===== src/rtl/mwu_pkg.sv =====
// Package: register word map and shared widths of the memory access watch unit.
// Assumes at most four user windows, so the range words stay below 0x10.
package mwu_pkg;
    localparam int CFG_AW = 6;
    localparam int DW     = 32;
    localparam int NSUB   = 32;

    localparam logic [CFG_AW-1:0] A_WEN_SET  = 6'h00;
    localparam logic [CFG_AW-1:0] A_WEN_CLR  = 6'h01;
    localparam logic [CFG_AW-1:0] A_IEN_SET  = 6'h02;
    localparam logic [CFG_AW-1:0] A_IEN_CLR  = 6'h03;
    localparam logic [CFG_AW-1:0] A_NEN_SET  = 6'h04;
    localparam logic [CFG_AW-1:0] A_NEN_CLR  = 6'h05;
    localparam logic [CFG_AW-1:0] A_RANGE    = 6'h08;
    localparam logic [CFG_AW-1:0] A_EVT      = 6'h10;
    localparam logic [CFG_AW-1:0] A_SUBINC   = 6'h20;
    localparam logic [CFG_AW-1:0] A_MAP      = 6'h22;
endpackage


===== src/rtl/mwu_user_cmp.sv =====
// Module: inclusive address compare for one user window.
// Assumes lo/hi are stable register outputs; a window with hi < lo never hits.
module mwu_user_cmp #(
    parameter int AW = 32
) (
    input  logic          clk,
    input  logic          rst_n,
    input  logic [AW-1:0] addr,
    input  logic [AW-1:0] lo,
    input  logic [AW-1:0] hi,
    output logic          hit
);
    // Window match with both bounds included.
    always_comb hit = (addr >= lo) && (addr <= hi);


    inverted_range_chk: assert property (@(posedge clk) disable iff (!rst_n)
        hit |-> (hi >= lo));
endmodule


===== src/rtl/mwu_periph_track.sv =====
// Module: one peripheral window of 32 subregions with sticky read/write hit maps.
// Assumes BASE is aligned to the window size (2^(SUB_LOG2+5) bytes).
module mwu_periph_track #(
    parameter int              AW       = 32,
    parameter int              SUB_LOG2 = 8,
    parameter logic [AW-1:0]   BASE     = '0
) (
    input  logic                     clk,
    input  logic                     rst_n,
    input  logic                     acc_valid,
    input  logic                     acc_write,
    input  logic [AW-1:SUB_LOG2]     addr_hi,
    input  logic [mwu_pkg::NSUB-1:0] incl,
    input  logic                     watch_w,
    input  logic                     watch_r,
    input  logic                     clr_w_we,
    input  logic                     clr_r_we,
    input  logic [mwu_pkg::NSUB-1:0] clr_mask,
    output logic                     hit_w,
    output logic                     hit_r,
    output logic [mwu_pkg::NSUB-1:0] wmap,
    output logic [mwu_pkg::NSUB-1:0] rmap
);
    localparam int TOP_LSB = SUB_LOG2 + $clog2(mwu_pkg::NSUB);

    logic                     in_win;
    logic [TOP_LSB-SUB_LOG2-1:0] idx;
    logic                     sel;
    logic [mwu_pkg::NSUB-1:0] onehot;

    // Window decode, subregion index and include check.
    always_comb begin
        in_win = (addr_hi[AW-1:TOP_LSB] == BASE[AW-1:TOP_LSB]);
        idx    = addr_hi[TOP_LSB-1:SUB_LOG2];
        sel    = acc_valid && in_win && incl[idx];
        onehot = mwu_pkg::NSUB'(1) << idx;
        hit_w  = sel && acc_write && watch_w;
        hit_r  = sel && !acc_write && watch_r;
    end

    // Sticky maps: clear-by-mask first, a same-cycle hit re-sets its bit.
    always_ff @(posedge clk) begin
        if (!rst_n) begin
            wmap <= '0;
            rmap <= '0;
        end else begin
            wmap <= (wmap & ~(clr_w_we ? clr_mask : '0)) | (hit_w ? onehot : '0);
            rmap <= (rmap & ~(clr_r_we ? clr_mask : '0)) | (hit_r ? onehot : '0);
        end
    end


    wmap_source_chk: assert property (@(posedge clk) disable iff (!rst_n)
        (|(wmap & ~$past(wmap))) |-> $past(acc_valid && acc_write));

    rmap_hit_wins_chk: assert property (@(posedge clk) disable iff (!rst_n)
        (hit_r && clr_r_we) |=> (rmap & $past(onehot)) != '0);
endmodule


===== src/rtl/mwu_event_bank.sv =====
// Module: pending event flags and the two masked interrupt levels.
// Assumes set_vec is already gated by the watch enables.
module mwu_event_bank #(
    parameter int NEV = 12
) (
    input  logic           clk,
    input  logic           rst_n,
    input  logic [NEV-1:0] set_vec,
    input  logic [NEV-1:0] clr_vec,
    input  logic [NEV-1:0] ien,
    input  logic [NEV-1:0] nen,
    output logic [NEV-1:0] evt,
    output logic           irq,
    output logic           nmi
);
    // Event flags: a new hit overrides a clear of the same bit.
    always_ff @(posedge clk) begin
        if (!rst_n) evt <= '0;
        else        evt <= (evt & ~clr_vec) | set_vec;
    end

    // Interrupt levels from pending events under each mask.
    always_comb begin
        irq = |(evt & ien);
        nmi = |(evt & nen);
    end


    evt_capture_chk: assert property (@(posedge clk) disable iff (!rst_n)
        (set_vec != '0) |=> ((evt & $past(set_vec)) == $past(set_vec)));

    irq_level_chk: assert property (@(posedge clk) disable iff (!rst_n)
        (irq && clr_vec == '0) |=> (irq || ien != $past(ien)));

    nmi_level_chk: assert property (@(posedge clk) disable iff (!rst_n)
        (nmi && clr_vec == '0) |=> (nmi || nen != $past(nen)));
endmodule


===== src/rtl/mem_watch_unit.sv =====
// Module: memory access watch unit top; holds the configuration registers,
// the register read path and the event routing.
// Assumes NUSR <= 4 and AW <= 32; observes the bus only.
module mem_watch_unit #(
    parameter int                  AW        = 32,
    parameter int                  NUSR      = 4,
    parameter int                  NPER      = 2,
    parameter int                  SUB_LOG2  = 8,
    parameter logic [NPER*AW-1:0]  PER_BASES = {32'h4000_2000, 32'h4000_0000}
) (
    input  logic                        clk,
    input  logic                        rst_n,
    input  logic                        bus_valid,
    input  logic                        bus_write,
    input  logic [AW-1:0]               bus_addr,
    input  logic                        cfg_we,
    input  logic [mwu_pkg::CFG_AW-1:0]  cfg_addr,
    input  logic [mwu_pkg::DW-1:0]      cfg_wdata,
    output logic [mwu_pkg::DW-1:0]      cfg_rdata,
    output logic                        irq,
    output logic                        nmi
);
    import mwu_pkg::*;

    localparam int NEV = 2 * (NUSR + NPER);

    logic [NEV-1:0]  wen, ien, nen, set_vec, clr_vec, evt;
    logic [AW-1:0]   lo   [NUSR];
    logic [AW-1:0]   hi   [NUSR];
    logic [NUSR-1:0] uhit;
    logic [NSUB-1:0] incl [NPER];
    logic [NSUB-1:0] wmap [NPER];
    logic [NSUB-1:0] rmap [NPER];
    logic [NPER-1:0] phit_w, phit_r, clr_w_we, clr_r_we;

    // User windows: compare and route to events 2i (write), 2i+1 (read).
    for (genvar i = 0; i < NUSR; i++) begin : g_usr
        mwu_user_cmp #(.AW(AW)) u_cmp (
            .clk(clk), .rst_n(rst_n), .addr(bus_addr),
            .lo(lo[i]), .hi(hi[i]), .hit(uhit[i]));
        assign set_vec[2*i]   = bus_valid && uhit[i] &&  bus_write && wen[2*i];
        assign set_vec[2*i+1] = bus_valid && uhit[i] && !bus_write && wen[2*i+1];
    end

    // Peripheral windows: subregion tracking and events 2(NUSR+p), +1.
    for (genvar p = 0; p < NPER; p++) begin : g_per
        localparam int EW = 2 * (NUSR + p);
        assign clr_w_we[p] = cfg_we && cfg_addr == A_MAP + CFG_AW'(2*p);
        assign clr_r_we[p] = cfg_we && cfg_addr == A_MAP + CFG_AW'(2*p+1);
        mwu_periph_track #(.AW(AW), .SUB_LOG2(SUB_LOG2),
                           .BASE(PER_BASES[p*AW +: AW])) u_trk (
            .clk(clk), .rst_n(rst_n), .acc_valid(bus_valid), .acc_write(bus_write),
            .addr_hi(bus_addr[AW-1:SUB_LOG2]), .incl(incl[p]),
            .watch_w(wen[EW]), .watch_r(wen[EW+1]),
            .clr_w_we(clr_w_we[p]), .clr_r_we(clr_r_we[p]), .clr_mask(cfg_wdata),
            .hit_w(phit_w[p]), .hit_r(phit_r[p]), .wmap(wmap[p]), .rmap(rmap[p]));
        assign set_vec[EW]   = phit_w[p];
        assign set_vec[EW+1] = phit_r[p];
    end

    // Event clears: writing bit 0 = 0 to an event word.
    for (genvar k = 0; k < NEV; k++) begin : g_clr
        assign clr_vec[k] = cfg_we && !cfg_wdata[0] && cfg_addr == A_EVT + CFG_AW'(k);
    end

    mwu_event_bank #(.NEV(NEV)) u_evt (
        .clk(clk), .rst_n(rst_n), .set_vec(set_vec), .clr_vec(clr_vec),
        .ien(ien), .nen(nen), .evt(evt), .irq(irq), .nmi(nmi));

    // Configuration register writes: set/clear masks, bounds, include masks.
    always_ff @(posedge clk) begin
        if (!rst_n) begin
            wen <= '0;
            ien <= '0;
            nen <= '0;
            for (int i = 0; i < NUSR; i++) begin
                lo[i] <= '0;
                hi[i] <= '0;
            end
            for (int p = 0; p < NPER; p++) incl[p] <= '0;
        end else if (cfg_we) begin
            case (cfg_addr)
                A_WEN_SET: wen <= wen |  cfg_wdata[NEV-1:0];
                A_WEN_CLR: wen <= wen & ~cfg_wdata[NEV-1:0];
                A_IEN_SET: ien <= ien |  cfg_wdata[NEV-1:0];
                A_IEN_CLR: ien <= ien & ~cfg_wdata[NEV-1:0];
                A_NEN_SET: nen <= nen |  cfg_wdata[NEV-1:0];
                A_NEN_CLR: nen <= nen & ~cfg_wdata[NEV-1:0];
                default: ;
            endcase
            for (int i = 0; i < NUSR; i++) begin
                if (cfg_addr == A_RANGE + CFG_AW'(2*i))   lo[i] <= cfg_wdata[AW-1:0];
                if (cfg_addr == A_RANGE + CFG_AW'(2*i+1)) hi[i] <= cfg_wdata[AW-1:0];
            end
            for (int p = 0; p < NPER; p++) begin
                if (cfg_addr == A_SUBINC + CFG_AW'(p)) incl[p] <= cfg_wdata;
            end
        end
    end

    // Register read path, combinational on cfg_addr.
    always_comb begin
        cfg_rdata = '0;
        case (cfg_addr)
            A_WEN_SET, A_WEN_CLR: cfg_rdata[NEV-1:0] = wen;
            A_IEN_SET, A_IEN_CLR: cfg_rdata[NEV-1:0] = ien;
            A_NEN_SET, A_NEN_CLR: cfg_rdata[NEV-1:0] = nen;
            default: ;
        endcase
        for (int i = 0; i < NUSR; i++) begin
            if (cfg_addr == A_RANGE + CFG_AW'(2*i))   cfg_rdata = DW'(lo[i]);
            if (cfg_addr == A_RANGE + CFG_AW'(2*i+1)) cfg_rdata = DW'(hi[i]);
        end
        for (int k = 0; k < NEV; k++) begin
            if (cfg_addr == A_EVT + CFG_AW'(k)) cfg_rdata = DW'(evt[k]);
        end
        for (int p = 0; p < NPER; p++) begin
            if (cfg_addr == A_SUBINC + CFG_AW'(p))  cfg_rdata = incl[p];
            if (cfg_addr == A_MAP + CFG_AW'(2*p))   cfg_rdata = wmap[p];
            if (cfg_addr == A_MAP + CFG_AW'(2*p+1)) cfg_rdata = rmap[p];
        end
    end


    no_spurious_evt_chk: assert property (@(posedge clk) disable iff (!rst_n)
        (|(evt & ~$past(evt))) |-> $past(bus_valid));

    armed_only_chk: assert property (@(posedge clk) disable iff (!rst_n)
        (|(evt & ~$past(evt))) |-> (|($past(wen) & evt & ~$past(evt))));
endmodule


===== config.mk =====
export PLATFORM = sky130hd
export DESIGN_NAME = mem_watch_unit
export DESIGN_NICKNAME = d
export VERILOG_FILES = /design/src/rtl/mwu_pkg.sv /design/src/rtl/mwu_user_cmp.sv /design/src/rtl/mwu_periph_track.sv /design/src/rtl/mwu_event_bank.sv /design/src/rtl/mem_watch_unit.sv
export SDC_FILE = /design/constraint.sdc
export NUM_CORES = 1
export LEC_CHECK = 0
export CORE_MARGIN = 3
export CORE_UTILIZATION = 53
export DETAILED_ROUTE_END_ITERATION = 16
export HOLD_SLACK_MARGIN = 0.02
export PLACE_DENSITY = 0.75
export SLEW_MARGIN = 25
export SYNTH_ARGS = -nofsm -noshare
export SYNTH_HDL_FRONTEND = slang
export SYNTH_SLANG_ARGS = --single-unit

===== constraint.sdc =====
create_clock -name clk -period 5.3 [get_ports clk]
set_clock_uncertainty 0.15 [all_clocks]
set_input_delay 0.53 -clock clk [delete_from_list [all_inputs] [get_ports clk]]
set_output_delay 0.53 -clock clk [all_outputs]
set_load 0.02 [all_outputs]

======== Yosys cells after proc, flatten, opt, wreduce, memory -nomap -nowiden ========
Memory sizes are Yosys's and may differ from the RTL's.
Cells that the tools add are included.
word-level totals
  output and inout port bits .............. 34
  input bits .............................. 75
  flip-flop bits (word level) ............. 176
  word-level logic and storage cells ...... 248
  bits in writable memories ............... 320
  memories kept ........................... 3
cells by class
  muxes and demuxes ....................... 93
  $lt $le $gt $ge ......................... 9
  equal/unequal tests ..................... 33
  shifts and indexed selects .............. 1
  bitwise operators ....................... 34
  reductions and logical operators ........ 67
memories
  memory  words  width  rd ports  clocked after memory_dff  write ports  RTL line              source
  hi      4      32     4         0                         4            mem_watch_unit.sv:29  logic [AW-1:0] hi [NUSR];
  lo      4      32     4         0                         4            mem_watch_unit.sv:28  logic [AW-1:0] lo [NUSR];
  incl    2      32     2         0                         2            mem_watch_unit.sv:31  logic [NSUB-1:0] incl [NPER];
operators by type and width
  kind                    number
  $mux W32                44
  $and A32 B32 Y32        4
  $ge A32 B32 Y1          4
  $le A32 B32 Y1          4
  $not A32 Y32            4
  $or A32 B32 Y32         4
  $and A12 B12 Y12        6
  $eq A6 B5 Y1 const B    12
  $pmux W12 S2            3
  $logic_and A1 B1 Y1     53
  $eq A6 B4 Y1 const B    8
  $or A12 B12 Y12         4
  $mux W1                 43
  $eq A19 B18 Y1 const B  2
  $eq A6 B6 Y1 const B    6
  $pmux W12 S3            1
  $shl A1 B5 Y32 const A  1
  $not A12 Y12            2
  $reduce_or A12 Y1       2
  $eq A6 B2 Y1 const B    2
  $eq A6 B3 Y1 const B    2
  $bmux W1 S5             2
  $or A1 B1 Y1            10
  $eq A6 B1 Y1 const B    1
  other kinds (6)         13

======== Depth between registers and ports, before layout ========
Gate-level depths: netlist (run 1).
  word-level depth ........................ 29
  depth in mapped cells ................... 10
  mapped depth without buffers ............ 9

======== Hierarchy ========
A second synthesis (run 1) with hierarchy kept.
second synthesis, totals
  cells, all modules ...................... 3103
  area total of the unflattened synthesis .. 30371.6 um^2
modules (own cells, without submodules)
  module                              times used  area an instance (um^2)  cells an instance  seq. area each (um^2)
  mem_watch_unit                      1           17531.8                  1476               10329.9
  mwu_user_cmp                        4           1592.8                   226                0.0
  mwu_periph_track at g_per[0].u_trk  1           3129.3                   334                1281.2
  mwu_periph_track at g_per[1].u_trk  1           2795.2                   338                1281.2
  mwu_event_bank                      1           544.3                    51                 240.2

======== Least setup slack after synthesis (run 1) ========
Ideal clock, no wire load.
  kind .................................... input-to-reg
  start point ............................. input cfg_addr[3] (netlist bit)
  end point ............................... memory hi[0][0] (enable)
  setup slack ............................. 464 ps
  arrival ................................. 4221 ps
  data required time ...................... 4684 ps
  stages on the path ...................... 7
  path through ............................ clkbuf_1 > nor4b_1 > clkbuf_1 > buf_2 > buf_2 > nand2_1 > o21ai_0
RTL lines
  item         RTL line              source
  from (decl)  mem_watch_unit.sv:17  input logic [mwu_pkg::CFG_AW-1:0] cfg_addr,
  to (decl)    mem_watch_unit.sv:29

======== Worst setup path in the final report (run 1) ========
  start point ............................. input cfg_addr[3] (netlist bit)
  end point ............................... output cfg_rdata[10] (netlist bit)
on the way
  longest elaborated chain between the ends .. 29
RTL lines
  item                                  RTL line               source
  $eq A6 B3 Y1 (tied with other cells)  mem_watch_unit.sv:104  case (cfg_addr)
  $reduce_or A2 Y1                      mem_watch_unit.sv:104
  $pmux W12 S3                          mem_watch_unit.sv:104
  $mux W32                              mem_watch_unit.sv:111  if (cfg_addr == A_RANGE + CFG_AW'(2*i)) cfg_rdata = DW'(lo[i]);
  $mux W32                              mem_watch_unit.sv:112  if (cfg_addr == A_RANGE + CFG_AW'(2*i+1)) cfg_rdata = DW'(hi[i]);
  $mux W32                              mem_watch_unit.sv:111
  $mux W32                              mem_watch_unit.sv:112
  $mux W32                              mem_watch_unit.sv:111
  [2 not listed]                        -
  $mux W32                              mem_watch_unit.sv:112
  $mux W32 (12 in series)               mem_watch_unit.sv:115  if (cfg_addr == A_EVT + CFG_AW'(k)) cfg_rdata = DW'(evt[k]);
  $mux W32                              mem_watch_unit.sv:118  if (cfg_addr == A_SUBINC + CFG_AW'(p)) cfg_rdata = incl[p];
  $mux W32                              mem_watch_unit.sv:119  if (cfg_addr == A_MAP + CFG_AW'(2*p)) cfg_rdata = wmap[p];
  $mux W32                              mem_watch_unit.sv:120  if (cfg_addr == A_MAP + CFG_AW'(2*p+1)) cfg_rdata = rmap[p];
  $mux W32                              mem_watch_unit.sv:118
  $mux W32                              mem_watch_unit.sv:119
  $mux W32 (*)                          mem_watch_unit.sv:120
  to (decl)                             mem_watch_unit.sv:19   output logic [mwu_pkg::DW-1:0] cfg_rdata,
Every way passes the cells marked *; elsewhere a longest branch is shown, timed or not.

==> results of run 1 <==
-- state kept, by name (all words and copies together), names as in the netlist, named ones only --
signal	count
hi	128
u_evt.evt	12
incl	64
g_per.u_trk.rmap	64
lo	128
g_per.u_trk.wmap	64
-- routing by layer --
metal	wire length, µm	track usage	part of all wire
met5	27	0	0.00026
met4	4720	0.152	0.045
met3	13600	0.0819	0.13
met2	45600	0.525	0.44
met1	40800	0.477	0.39
-- path summary, 6_finish.rpt --
path                                         to  slack (ps)  cells past startpoint
max                               cfg_rdata[10]         440                      9
min                                   flip-flop         260                      2
max reg2reg  g_per[1].u_trk.wmap[26]$_SDFF_PN0_        2140                      7
min reg2reg  g_per[0].u_trk.rmap[30]$_SDFF_PN0_         310                      2
-- Yosys cell counts, types with 22 or more instances --
cell type,number
nor3_1,23
and2_1,290
nor2_1,108
nand3_1,187
inv_1,258
clkbuf_1,167
nand4_1,39
edfxtp_1,320
a21o_1,31
a21oi_1,153
ha_1,256
a221oi_1,26
mux2i_1,29
dfxtp_1,176
o22ai_1,42
a311oi_1,37
a22oi_1,46
buf_2,22
a211oi_1,24
o21ai_2,29
o21ai_0,211
mux4_2,36
nand2_1,249
-- power groups by stage --
stage	Clock, mW	Combinational (mW)	Sequential, mW
after global placement	0	1.17	4.41
final	3.60	1.26	4.33
after floorplan	0	0.705	4.38
after detailed placement	0	1.21	4.41
after global routing	3.76	1.35	4.34
after CTS	3.61	1.22	4.33
-- cell type report --
| cell class | instances | area (µm²) | area share |
|---|---|---|---|
| inverters | 259 | 972 | 0.0293 |
| clock inverters | 23 | 229 | 0.00690 |
| flip-flops and latches | 496 | 13100 | 0.396 |
| well taps | 748 | 936 | 0.0282 |
| repair buffers | 189 | 1700 | 0.0511 |
| multi-input cells | 2077 | 14800 | 0.446 |
| clock buffers | 72 | 1410 | 0.0423 |
-- cell families (layout without fill, tap and decap cells) --
kind of cell,after synthesis,in the layout
compound gates,757,757
fa+ha+maj,256,256
buf+inv,468,543
flops,496,496
mux,87,87
simple gates,977,977
-- per-stage QoR --
stage	hold WS, ps	std cells	cell area [µm²]	power [mW]
2_1_floorplan	285	3041	29700	5.08
3_3_place_gp	296	3768	31500	5.58
3_5_place_dp	303	3768	31500	5.63
4_1_cts	237	3863	33200	9.16
5_1_grt	273	3864	33200	9.45
6_report	258	3864	33200	9.20
==> run_summary.xml, run 1 <==
<?xml version="1.0" encoding="UTF-8"?>
<metrics>
  <group name="final_layout">
    <metric name="core_occupancy_in_the_finished_layout" unit="">0.601</metric>
    <metric name="drive_gt1_frac" unit="">0.0915</metric>
    <metric name="diodes" unit="">0</metric>
    <metric name="layout_common_cells" unit="">edfxtp_1, and2_1, inv_1</metric>
    <metric name="nets" unit="">3405</metric>
    <metric name="leading_cell_type_in_the_layout_fill_and_taps_excluded" unit="">edfxtp_1</metric>
    <metric name="area_growth_syn_to_layout" unit="%">11.9</metric>
    <metric name="fillCellCount" unit="">4571</metric>
  </group>
  <group name="drt">
    <metric name="detail_route.wl_per_cell" unit="µm">27.1</metric>
    <metric name="ant_nets" unit="">0</metric>
    <metric name="detail_route.drc_violations" unit="">0</metric>
    <metric name="viasPerCell" unit="">6.64</metric>
    <metric name="drt-initial-drc-count" unit="">3332</metric>
    <metric name="vias" unit="">25600</metric>
    <metric name="detail_route.wirelength" unit="mm">105</metric>
    <metric name="drt_pass1_iterations" unit="">6</metric>
  </group>
  <group name="worst_setup_path">
    <metric name="buffers_plus_inverters_on_the_worst_setup_path" unit="">3</metric>
    <metric name="worstSetupStartpointType" unit="">primary input</metric>
    <metric name="crit_slowest_cell" unit="">or4b_2</metric>
    <metric name="crit-reg2reg-launch" unit="">incl[0][37]$_DFFE_PP_</metric>
    <metric name="worst_setup_path_start" unit="">cfg_addr[3]</metric>
    <metric name="critPathTopFamily" unit="">simple AND/OR/NAND/NOR gates</metric>
    <metric name="worstPathMaxFanout" unit="">18</metric>
    <metric name="cp_cell_sequence" unit="">clkdlybuf4s50_1, or4b_2, nor2_1, buf_4, nand2_1, o31ai_1, o21ai_0, a211oi_1, clkdlybuf4s50_1</metric>
    <metric name="critical-path-top-cell-by-count" unit="">clkdlybuf4s50_1</metric>
    <metric name="criticalPathCategory" unit="">primary input to primary output</metric>
    <metric name="critPathMaxStageDelay" unit="ps">960</metric>
    <metric name="end_kind" unit="">primary output</metric>
    <metric name="worst-endpoint-arrival" unit="ps">4180</metric>
    <metric name="worst-endpoint-required" unit="ps">4620</metric>
  </group>
  <group name="yosys">
    <metric name="synthSimpleGateAreaFrac" unit="">0.170</metric>
    <metric name="synth_cell_types" unit="">75</metric>
    <metric name="synthArstFlopShare" unit="">0</metric>
    <metric name="synth.ff_latch_count" unit="">496</metric>
    <metric name="netlist_top_cells_area" unit="">edfxtp_1, dfxtp_1, ha_1, and2_1, o21ai_0</metric>
    <metric name="synth_edf_count" unit="">320</metric>
    <metric name="synth_largest_area_cell" unit="">edfxtp_1</metric>
    <metric name="synthesis.area" unit="µm²">29700</metric>
    <metric name="syn_inst" unit="">3041</metric>
    <metric name="yosys_warnings" unit="">0</metric>
    <metric name="yosys.area_share.xor_xnor" unit="">0</metric>
    <metric name="ys_dominant_reg_cell" unit="">edfxtp_1</metric>
    <metric name="post_synth_fa_ha_maj_area_fraction" unit="">0.108</metric>
    <metric name="post-synth-top-area-fraction" unit="">0.324</metric>
    <metric name="post_synth.cell_area_avg" unit="µm²">9.75</metric>
    <metric name="synth_top_family_by_area" unit="">simple AND/OR/NAND/NOR gates</metric>
    <metric name="synth_compound_area_frac" unit="">0.166</metric>
    <metric name="synth_seq_area_share" unit="">0.443</metric>
    <metric name="yosys-mux-area-fraction" unit="">0.0490</metric>
    <metric name="postSynthNetCount" unit="">3372</metric>
  </group>
  <group name="sta">
    <metric name="setup_viol" unit="">0</metric>
    <metric name="timing.slew.headroom" unit="">0.207</metric>
    <metric name="finalCriticalPeriod" unit="ps">4860</metric>
    <metric name="rsz_0062_raised_after_global_routing" unit="">no</metric>
    <metric name="setup_tns" unit="ps">0</metric>
    <metric name="final_hold_viol_count" unit="">0</metric>
    <metric name="maxSlewViolCount" unit="">0</metric>
    <metric name="final_min_period_over_clock_period" unit="">0.916</metric>
    <metric name="timing.final.ws_setup" unit="ps">444</metric>
    <metric name="tightest_slew" unit="ps">1180</metric>
    <metric name="fmaxAchievable" unit="GHz">0.206</metric>
  </group>
  <group name="floorplanning">
    <metric name="core" unit="µm²">55200</metric>
    <metric name="die_x" unit="µm">243</metric>
    <metric name="die_area" unit="µm²">58800</metric>
    <metric name="ioPinCount" unit="">109</metric>
    <metric name="floorplan.initialDensity" unit="">0.537</metric>
    <metric name="floorplan.die.height" unit="µm">243</metric>
    <metric name="rows" unit="">86</metric>
  </group>
  <group name="clock_tree">
    <metric name="clockBufferDepth" unit="">3</metric>
    <metric name="post_cts.repair.setup_buffers" unit="">0</metric>
    <metric name="hold_buffers" unit="">0</metric>
    <metric name="cts.sinks" unit="">496</metric>
    <metric name="clock_tree_from_tritoncts" unit="">built</metric>
    <metric name="clock_insertion_delay_worst_skew" unit="ps">630</metric>
    <metric name="cts_inserted_buffers" unit="">51</metric>
    <metric name="htree_levels" unit="">2</metric>
    <metric name="clk_pin_slew_worst_paths" unit="ps">70</metric>
    <metric name="clock_tree.root_cell" unit="">clkbuf_16</metric>
    <metric name="cts.repair.resized" unit="">0</metric>
  </group>
  <group name="power_and_ir_drop">
    <metric name="worst_ir_drop_vdd" unit="mV">0.293</metric>
    <metric name="leakagePower" unit="nW">12.9</metric>
    <metric name="share_comb_of_total_power" unit="">0.137</metric>
    <metric name="p_sw_frac" unit="">0.272</metric>
    <metric name="clockPowerShare" unit="">0.392</metric>
    <metric name="seq_pwr_share" unit="">0.471</metric>
    <metric name="intPower" unit="mW">6.70</metric>
    <metric name="power_density" unit="nW/µm²">277</metric>
    <metric name="power_switching" unit="mW">2.50</metric>
  </group>
  <group name="run_status">
    <metric name="status" unit="">complete, no violations</metric>
  </group>
  <group name="min_path">
    <metric name="hold_path.class" unit="">primary input to flip-flop</metric>
    <metric name="hold_start" unit="">cfg_addr[0]</metric>
  </group>
  <group name="placed_design">
    <metric name="place.port_buffers" unit="">108</metric>
    <metric name="place_hpwl" unit="mm">75.8</metric>
    <metric name="routabilityCongestion" unit="">0.999</metric>
    <metric name="dp_slack" unit="ps">536</metric>
  </group>
  <group name="flow_run">
    <metric name="drv_cap" unit="">0</metric>
  </group>
  <group name="global_route">
    <metric name="grt_util_all_layers" unit="">0.347</metric>
    <metric name="via_count_of_the_first_global_routing_pass" unit="">24900</metric>
    <metric name="grt_max_degree" unit="">116</metric>
    <metric name="globalRouteOverflowTotal" unit="">0</metric>
    <metric name="grt_pass1_wl" unit="mm">155</metric>
    <metric name="antenna_found_initial" unit="">2</metric>
  </group>
</metrics>
No activity file was read; power rests on OpenSTA's default activity.
==> run 2: changes to the inputs <==
--- a/config.mk
+++ b/config.mk
@@ -10,6 +10,7 @@
 export DETAILED_ROUTE_END_ITERATION = 16
 export HOLD_SLACK_MARGIN = 0.02
 export PLACE_DENSITY = 0.75
+export SETUP_SLACK_MARGIN = 0.15
 export SLEW_MARGIN = 25
 export SYNTH_ARGS = -nofsm -noshare
 export SYNTH_HDL_FRONTEND = slang
==> constraint.sdc (replaced) <==
create_clock -name clk -period 5 [get_ports clk]
set_clock_uncertainty 0.15 [all_clocks]
set_input_delay 0.5 -clock clk [delete_from_list [all_inputs] [get_ports clk]]
set_output_delay 0.5 -clock clk [all_outputs]
set_load 0.02 [all_outputs]
==> run 2 against run 1 <==
Against the previous run:
- cell count rose by 0.72%
- non-clock buffer count rose by 22
- utilization rose by 0.55 points
- sequential share of layout area fell by 0.36 points
- clock power rose by 15%
- sequential power rose by 6.2%
- largest cell class unchanged
- largest power group unchanged
==> run_summary.xml, run 2 (same netlist as run 1, synthesis figures left out) <==
<?xml version="1.0" encoding="UTF-8"?>
<metrics>
  <group name="final_layout">
    <metric name="nets" unit="">3429</metric>
    <metric name="leading_cell_type_in_the_layout_fill_and_taps_excluded" unit="">edfxtp_1</metric>
    <metric name="stdcell_count" unit="">3892</metric>
    <metric name="layout_common_cells" unit="">edfxtp_1, and2_1, inv_1</metric>
    <metric name="drive_gt1_frac" unit="">0.0996</metric>
    <metric name="area_growth_syn_to_layout" unit="%">12.9</metric>
    <metric name="largest_registers" unit="">hi x128, lo x128</metric>
  </group>
  <group name="drt">
    <metric name="drt-initial-drc-count" unit="">3603</metric>
    <metric name="viasPerCell" unit="">6.57</metric>
    <metric name="ant_nets" unit="">0</metric>
    <metric name="detail_route.wl_per_cell" unit="µm">27.4</metric>
    <metric name="detail_route.drc_violations" unit="">0</metric>
    <metric name="vias" unit="">25600</metric>
    <metric name="detail_route.wirelength" unit="mm">107</metric>
    <metric name="drt_pass1_iterations" unit="">6</metric>
  </group>
  <group name="global_route">
    <metric name="globalRouteOverflowTotal" unit="">0</metric>
    <metric name="antenna_found_initial" unit="">1</metric>
    <metric name="grt_pass1_wl" unit="mm">158</metric>
    <metric name="grt_util_all_layers" unit="">0.355</metric>
    <metric name="via_count_of_the_first_global_routing_pass" unit="">24300</metric>
    <metric name="grt_max_degree" unit="">72</metric>
  </group>
  <group name="clock_tree">
    <metric name="htree_levels" unit="">2</metric>
    <metric name="cts_inserted_buffers" unit="">53</metric>
    <metric name="clockBufferDepth" unit="">3</metric>
    <metric name="clk_pin_slew_worst_paths" unit="ps">60</metric>
    <metric name="clock_tree.root_cell" unit="">clkbuf_16</metric>
    <metric name="cts.sinks" unit="">496</metric>
    <metric name="clock_tree_from_tritoncts" unit="">built</metric>
    <metric name="hold_buffers" unit="">0</metric>
    <metric name="clock_insertion_delay_worst_skew" unit="ps">620</metric>
  </group>
  <group name="min_path">
    <metric name="hold_path.class" unit="">primary input to flip-flop</metric>
  </group>
  <group name="placed_design">
    <metric name="place.port_buffers" unit="">108</metric>
    <metric name="routabilityCongestion" unit="">1.03</metric>
    <metric name="numPlacedInstances" unit="">3791</metric>
    <metric name="place_hpwl" unit="mm">77.8</metric>
  </group>
  <group name="worst_setup_path">
    <metric name="cp_cell_sequence" unit="">clkdlybuf4s50_1, nor4b_2, buf_4, o21ai_0, a21oi_1, o22ai_1, nand3_1, o21ai_0, a211oi_1, clkdlybuf4s50_1</metric>
    <metric name="crit_slowest_cell" unit="">clkdlybuf4s50_1</metric>
    <metric name="regToRegSetupSlack" unit="ps">1870</metric>
    <metric name="criticalPathCategory" unit="">primary input to primary output</metric>
    <metric name="end_kind" unit="">primary output</metric>
    <metric name="worstSetupStartpointType" unit="">primary input</metric>
    <metric name="worst-endpoint-arrival" unit="ps">3850</metric>
    <metric name="critPathMaxStageDelay" unit="ps">670</metric>
    <metric name="worst-endpoint-required" unit="ps">4350</metric>
    <metric name="critPathTopFamily" unit="">buffers and inverters</metric>
    <metric name="buffers_plus_inverters_on_the_worst_setup_path" unit="">3</metric>
    <metric name="worstPathMaxFanout" unit="">16</metric>
  </group>
  <group name="sta">
    <metric name="tightest_slew" unit="ps">1200</metric>
    <metric name="rsz_0062_raised_after_global_routing" unit="">no</metric>
    <metric name="final_min_period_over_clock_period" unit="">0.900</metric>
    <metric name="setup_tns" unit="ps">0</metric>
    <metric name="finalCriticalPeriod" unit="ps">4500</metric>
    <metric name="setup_viol" unit="">0</metric>
    <metric name="maxSlewViolCount" unit="">0</metric>
    <metric name="final_hold_viol_count" unit="">0</metric>
    <metric name="fmaxAchievable" unit="GHz">0.222</metric>
    <metric name="timing.slew.headroom" unit="">0.201</metric>
  </group>
  <group name="power_and_ir_drop">
    <metric name="leakagePower" unit="nW">13.1</metric>
    <metric name="worst_ir_drop_vdd" unit="mV">0.295</metric>
    <metric name="power_density" unit="nW/µm²">302</metric>
  </group>
  <group name="floorplanning">
    <metric name="ioPinCount" unit="">109</metric>
    <metric name="core" unit="µm²">55200</metric>
    <metric name="rows" unit="">86</metric>
    <metric name="floorplan.die.height" unit="µm">243</metric>
    <metric name="die_x" unit="µm">243</metric>
    <metric name="floorplan.initialDensity" unit="">0.537</metric>
    <metric name="die_area" unit="µm²">58800</metric>
  </group>
  <group name="flow_run">
    <metric name="drv_cap" unit="">0</metric>
  </group>
  <group name="run_status">
    <metric name="status" unit="">complete, no violations</metric>
  </group>
</metrics>
==> run 2: changes by cell type in the layout (fill, tap and decap cells not counted), moves of 3 or more <==
| cell | change |
|---|---|
| buf_4 | +24 |
| clkbuf_16 | +8 |
| clkinv_1 | -4 |
| clkbuf_8 | -3 |
| inv_4 | +3 |
==> run 2: metrics by stage <==
stage	worst slack (ps)	hold WS (ps)	total power [mW]	instance area [µm²]	util
global placement	387	297	5.94	31700	0.574
CTS	356	250	10.1	33500	0.607
global route	402	288	10.4	33500	0.607
detailed placement	391	303	5.98	31700	0.574
floorplan	194	285	5.39	29700	-
finish	501	280	10.1	33500	0.607
==> run 2: layout make-up <==
| cell class | instances | area, µm² |
|---|---|---|
| repair buffers | 211 | 1830 |
| clock buffers | 79 | 1580 |
| inverters | 259 | 972 |
| well taps | 748 | 936 |
| flip-flops and latches | 496 | 13100 |
| diodes | 2 | 5.00 |
| multi-input cells | 2077 | 14800 |
| clock inverters | 20 | 236 |
| fillers | 4475 | 21700 |
==> run 2: report_power, final <==
part	internal, mW	total [mW]	switching, mW	leakage [nW]
Clock	2.44	4.15	1.71	0.895
Sequential	4.50	4.60	0.0979	4.46
Combinational	0.478	1.35	0.871	7.77
==> run 2: worst paths after layout <==
path                                            from                                  to  cells past startpoint
setup reg to reg             lo[3][27]$_SDFFCE_PN0P_             u_evt.evt[7]$_SDFF_PN0_                     10
hold reg to reg   g_per[0].u_trk.rmap[28]$_SDFF_PN0_  g_per[0].u_trk.rmap[28]$_SDFF_PN0_                      2
setup / recovery                         cfg_addr[2]                        cfg_rdata[7]                     10
hold / removal                                 rst_n  g_per[1].u_trk.rmap[17]$_SDFF_PN0_                      3
==> run 2: worst register-to-register path, stage by stage (launching register included) <==
cell and delay (ps):
edfxtp_1 390, inv_1 70, ha_1 250, a2111oi_0 420, o21ai_0 160, a221oi_1 700
o2111ai_1 220, a21oi_1 180, a2111oi_0 90, buf_4 190, a32o_1 210
==> run 2: metal layers <==
layer,vias to the layer above,track usage,share of wire
li1,11200,-,-
met1,12300,0.503,0.40
met2,1749,0.536,0.43
met3,252,0.0769,0.12
met4,2,0.129,0.041
met5,-,0,0.00012
==> run 2: timing repair <==
action	in CTS	in global routing
resized for setup	0	1
setup buffers	0	0
setup endpoints to repair	0	1
